--- src/rtl/mem_window_xlate.sv ---
module mem_window_xlate #(
  parameter int NWIN   = 5,
  parameter int PAGE_W = 12,
  parameter int OFS_W  = 12,
  parameter int REG_W  = 16,
  localparam int AW    = PAGE_W + OFS_W,
  localparam int IDX_W = (NWIN > 1) ? $clog2(NWIN) : 1
) (
  input  logic                  clk,
  input  logic                  rst_n,
  input  logic [AW-1:0]         sys_addr,
  input  logic [NWIN*REG_W-1:0] win_start,
  input  logic [NWIN*REG_W-1:0] win_stop,
  input  logic [NWIN*REG_W-1:0] win_offset,
  input  logic [NWIN-1:0]       win_en,
  output logic                  hit,
  output logic [IDX_W-1:0]      win_idx,
  output logic [AW-1:0]         card_addr,
  output logic                  wide16,
  output logic [1:0]            wait_st
);

  logic [PAGE_W-1:0] page;
  logic [NWIN-1:0]   match;
  logic [NWIN-1:0]   unused_spare;
  logic              sel_hit;
  logic [IDX_W-1:0]  sel_idx;
  logic [PAGE_W-1:0] card_page;

  assign page = sys_addr[AW-1:OFS_W];

  for (genvar i = 0; i < NWIN; i++) begin : g_win
    logic [PAGE_W-1:0] lo, hi;
    assign lo = win_start[i*REG_W +: PAGE_W];
    assign hi = win_stop[i*REG_W +: PAGE_W];
    assign match[i] = win_en[i] && (page >= lo) && (page <= hi);
    assign unused_spare[i] = ^{win_start[i*REG_W+PAGE_W +: REG_W-PAGE_W-1],
                               win_stop[i*REG_W+PAGE_W +: REG_W-PAGE_W-2],
                               win_offset[i*REG_W+PAGE_W +: REG_W-PAGE_W]};
  end

  always_comb begin
    sel_hit = 1'b0;
    sel_idx = '0;
    for (int i = NWIN - 1; i >= 0; i--) begin
      if (match[i]) begin
        sel_hit = 1'b1;
        sel_idx = IDX_W'(i);
      end
    end
  end

  assign card_page = page + win_offset[sel_idx*REG_W +: PAGE_W];

  always_ff @(posedge clk) begin
    if (!rst_n || !sel_hit) begin
      hit       <= 1'b0;
      win_idx   <= '0;
      card_addr <= '0;
      wide16    <= 1'b0;
      wait_st   <= 2'b00;
    end else begin
      hit       <= 1'b1;
      win_idx   <= sel_idx;
      card_addr <= {card_page, sys_addr[OFS_W-1:0]};
      wide16    <= win_start[sel_idx*REG_W + REG_W - 1];
      wait_st   <= win_stop[sel_idx*REG_W + REG_W - 2 +: 2];
    end
  end

  assert_hit_enabled_R3: assert property (@(posedge clk) disable iff (!rst_n)
    hit |-> ((($past(win_en) >> win_idx) & NWIN'(1)) != '0));

  assert_none_enabled_R3: assert property (@(posedge clk) disable iff (!rst_n)
    ($past(win_en) == '0) |-> !hit);

  assert_low_bits_R5: assert property (@(posedge clk) disable iff (!rst_n)
    hit |-> (card_addr[OFS_W-1:0] == $past(sys_addr[OFS_W-1:0])));

  assert_quiet_miss_R7: assert property (@(posedge clk) disable iff (!rst_n)
    !hit |-> (card_addr == '0 && win_idx == '0 && !wide16 && wait_st == 2'b00));

  assert_idx_range_R4: assert property (@(posedge clk) disable iff (!rst_n)
    hit |-> (int'(win_idx) < NWIN));

endmodule

--- config.mk ---
export PLATFORM = sky130hd
export DESIGN_NAME = mem_window_xlate
export DESIGN_NICKNAME = d
export VERILOG_FILES = /design/src/rtl/mem_window_xlate.sv
export SDC_FILE = /design/constraint.sdc
export NUM_CORES = 1
export LEC_CHECK = 0
export ABC_AREA = 1
export BUFFER_PORTS_ARGS = -buffer_cell sky130_fd_sc_hd__buf_2
export CAP_MARGIN = 20
export CORE_MARGIN = 2
export CORE_UTILIZATION = 42
export CTS_BUF_LIST = sky130_fd_sc_hd__clkbuf_4 sky130_fd_sc_hd__clkbuf_8
export DETAILED_ROUTE_END_ITERATION = 8
export PLACE_DENSITY = 0.8
export SKIP_CTS_REPAIR_TIMING = 1
export SYNTH_ARGS = -nofsm -noshare
export SYNTH_HDL_FRONTEND = slang
export SYNTH_SLANG_ARGS = --single-unit
--- constraint.sdc ---
create_clock -name clk -period 3.5 [get_ports clk]
set_clock_uncertainty 0.05 [all_clocks]
set_input_delay 0.7 -clock clk [delete_from_list [all_inputs] [get_ports clk]]
set_output_delay 0.7 -clock clk [all_outputs]
set_load 0.005 [all_outputs]
======== Word-level counts from Yosys, hierarchy flattened ========
Index checks and enable logic that the tools add are counted.
storage, ports and cells
  register bits after elaboration ......... 31
  latch bits .............................. 0
  RAM bits ................................ 0
  memory bits (read-only) ................. 0
  output and inout port bits .............. 31
  logic and storage cells ................. 48
  memories ................................ 0
cells by class
  add/sub/neg operators ................... 4
  multipliers ............................. 0
  divide/modulo/power cells ............... 0
  order comparisons ....................... 11
  equal/unequal tests ..................... 0
  shifts and indexed selects .............. 2
  mux-type cells .......................... 13
  bitwise operators ....................... 0
  reductions and logical operators ........ 13
operator list
  cell                     count
  $shiftx A80 B33 Y2       1
  $shiftx A80 B8 Y12       1
  $ge A12 B12 Y1           5
  $le A12 B12 Y1           5
  $lt A32 B8 Y1 const B    1
  $sub A32 B1 Y32 const B  1
  $mux W3                  5
  $add A12 B12 Y12         1
  $logic_and A1 B1 Y1      10
  $sub A8 B2 Y9 const B    1
  $add A7 B5 Y8 const B    1
  $bmux W1 S7              1
  $mux W1                  7
  $logic_not A1 Y1         2
  $logic_or A1 B1 Y1       1

======== Logic depth before layout (Yosys ltp) ========
  depth in word-level cells ............... 12
  depth in mapped cells ................... 31
  mapped depth without buffers ............ 30

======== Worst setup path after synthesis ========
No wires, ideal clock.
  path kind ............................... input to register
  from .................................... input port sys_addr[12]
  to ...................................... register card_addr[20]
  arrival time ............................ 3.629 ns
  required time ........................... 3.380 ns
  setup slack ............................. -0.248 ns
  cell stages on the path ................. 28
  buffers on the path ..................... 1
  path through ............................ inv_1 ha_1 o21ai_0 nand2_1 nand3_1 nand2_1 nand2_1 nand2_1 nand3_4 inv_2 nor2_4 nand3b_4 clkinv_2 buf_4 nand3_1 nand2_1 ha_1 inv_1 fa_1 inv_1 a21oi_1 inv_1 nand2_1 inv_1 nor2_1 o21bai_1 o21ai_0 a21oi_1
on the way
  cells in the longest elaborated chain, start to end .. 10
  elaborated cells on any way between the ends .. 34
RTL lines
  item                                                    RTL line  text
  start, declared                                         11        input logic [AW-1:0] sys_addr,
  $ge A12 B12 Y1                                          36        assign match[i] = win_en[i] && (page >= lo) && (page <= hi);
  $logic_and A1 B1 Y1 (2 in series)                       36
  $mux W3 or $mux W1 (tied branches) (5 in series)        46        if (match[i]) begin
  $shiftx A80 B8 Y12 or $logic_not A1 Y1 (tied branches)  53, 56
  $add A12 B12 Y12 or $logic_or A1 B1 Y1 (tied branches)  53, 56
  end signal, assigned                                    65        card_addr <= {card_page, sys_addr[OFS_W-1:0]};
  end, declared                                           18        output logic [AW-1:0] card_addr,
Several ways; a longest one is shown, not always the timed one.
A chain may end at the register's enable or synchronous reset.

======== Worst setup path after layout ========
  from .................................... input port sys_addr[12]
  to ...................................... register card_addr[23]
Same word-level chain as after synthesis.

==> impl_metrics.yaml <==
cells_and_area:
  final_common_cell: "buf_2"
  most-common-layout-cells: "buf_2, inv_1, nand2_1"
  utilization: 0.692
  final_nets: 1595
  design_area_sq_um: 8660
  area_growth_pct: 62.1
  drive_gt1_frac: 0.429
  stdcell_count: 1365
synthesis:
  synthSimpleGateAreaFrac: 0.300
  syn_avg_cell_area_sq_um: 6.34
  ys_warn_count: 0
  synth_top_area_share: 0.309
  synthMuxAreaShare: 0
  ys_ff_latch: 31
  synthesis.area_sq_um: 5350
  synth_seq_area_share: 0.116
  synth_top_cell_by_area: "ha_1"
  yosys.area_share.adder: 0.313
  synthTopCellsByArea: "ha_1, nand2_1, inv_1"
  synth-compound-area-share: 0.118
  synth_top_family_by_area: "adder cells"
  synth_cell_types: 41
  synthXorXnorAreaFrac: 0.00492
  netlist_instances: 843
  syn_nets: 1247
timing:
  finalHoldViolations: 0
  worst_slack_ps: -359
  period_minus_slack_ps: 3860
  fin_setup_tns_ps: -1990
  worst_slew_pin_slew_ps: 249
  whs_ps: 586
  maxSlewHeadroom: 0.834
  fmax_ghz: 0.259
  finalSetupViolations: 10
  rsz0062_at_grt: "yes"
  slew_viol_final: 0
  fin_crit_sh: 1.10
worst_setup_path:
  slowest_stage: "ha_4"
  crit_required_ps: 3620
  cpPeakStageDelay_ps: 300
  start_kind: "primary input"
  endpoint_kind: "flop"
  worstPathArrival_ps: 3980
  worstSetupPathType: "primary input to flop"
  cp_common_cell: "nand2_1"
  critPathMaxFanout: 12
power:
  leakage_nw: 5.02
  total_power_mw: 2.44
  ir_drop_mv: 0.177
  p_per_area_nw_per_um2: 282
floorplan:
  die_w_microns: 117
  start_util: 0.427
  core_area_sq_um: 12500
  design.die.area_sq_um: 13600
  io-pin-count: 302
  row_count: 41
  die_h_microns: 117
detailed_routing:
  detail_route.wl_per_cell_microns: 14.8
  drc: 0
  wl_mm: 20.2
  viasPerCell: 4.93
  drtAntennaViolNets: 0
  drtIter0Drc: 242
  dr.pass1.iters: 4
  num_vias: 6729
job:
  max_cap_violations: 0
global_route:
  antenna_found_initial: 2
  grt_util_all_layers: 0.244
  grt_max_degree: 25
  grt_pass1_vias: 6003
  overflow: 0
  grt_pass1_wl_mm: 26.5
status:
  failed_checks: "negative setup slack"
  status: "complete, but fails checks"
clocking:
  htreeDepth: 2
  cts_tree: "yes"
  clk_pin_slew_ps: 60
  numCtsBuffers: 5
  root_buffer: "clkbuf_8"
  ctsLongestPathBuffers: 2
  cts.sinks: 31
place:
  dp_slack_ps: -676
  dp.cells: 1333
  place_area_sq_um: 7460
  port_buffers: 256
  dpl.hpwl_mm: 14.8
  gp_congestion: 0.879
worst_hold_path:
  min_path_type: "primary input to flop"
## area by class of cell
type / instances / area [sq um]
antenna: 1 / 2.50
sequential: 31 / 621
fill: 1044 / 3850
multi-input combinational: 614 / 4820
timing repair buffer: 350 / 2160
timing repair inverter: 1 / 8.76
tap: 172 / 215
clock buffer: 8 / 104
inverter: 188 / 727
## metal layers
metal  vias to the layer above  routed length (microns)  track usage
met5                         -                        0            0
met1                      3008                     7780        0.284
met2                       273                    10200        0.469
met3                        44                     1630       0.0433
met4                         0                      556       0.0447
li1                       3404                        -            -
## Yosys cell counts (all sizes together)
| master | instances |
|---|---|
| dfxtp | 31 |
| and2 | 1 |
| a21oi | 72 |
| xnor2 | 2 |
| nor3 | 6 |
| nor2 | 66 |
| o31ai | 1 |
| nand3 | 71 |
| xor2 | 1 |
| nand4 | 12 |
| a21boi | 1 |
| fa | 1 |
| and2b | 1 |
| clkinv | 1 |
| o21ai | 29 |
| a211oi | 1 |
| a21o | 1 |
| o21a | 4 |
| ha | 132 |
| o22ai | 1 |
| nand2 | 202 |
| o2111ai | 2 |
| nand3b | 2 |
| o21bai | 3 |
| inv | 187 |
| buf | 12 |
## registers in the layout, summed over array words and instances, names as in the netlist
signal	count
win_idx	3
wait_st	2
hit	1
card_addr	24
wide16	1
## logic make-up after synthesis
| family | Yosys count |
|---|---|
| buffers and inverters | 200 |
| XOR/XNOR | 3 |
| adder cells (fa/ha/maj) | 133 |
| flip-flops | 31 |
| AND/OR/NAND/NOR | 361 |
| AO/OA/AOI/OAI | 115 |
## report_power, final
group	switching, mW	total [mW]	internal [mW]
logic	0.905	1.72	0.815
registers	0.00970	0.412	0.402
clock network	0.120	0.307	0.187
## worst max-delay path: cells and delay by family
| family | cells | cell delay, ps |
|---|---|---|
| AOI/OAI and AO/OA | 1 | 110 |
| xor gates and xnor gates | 1 | 170 |
| adders and majority gates | 2 | 580 |
| buffers and inverters | 6 | 870 |
| and+or+nand+nor | 16 | 1550 |
## worst paths after layout
check	from	endpoint	slack (ps)	cells past startpoint
setup / recovery	sys_addr[12]	card_addr[23]	-360	26
hold / removal	sys_addr[0]	card_addr[0]	590	3
Note: power is estimated with default switching activity, not from simulation.
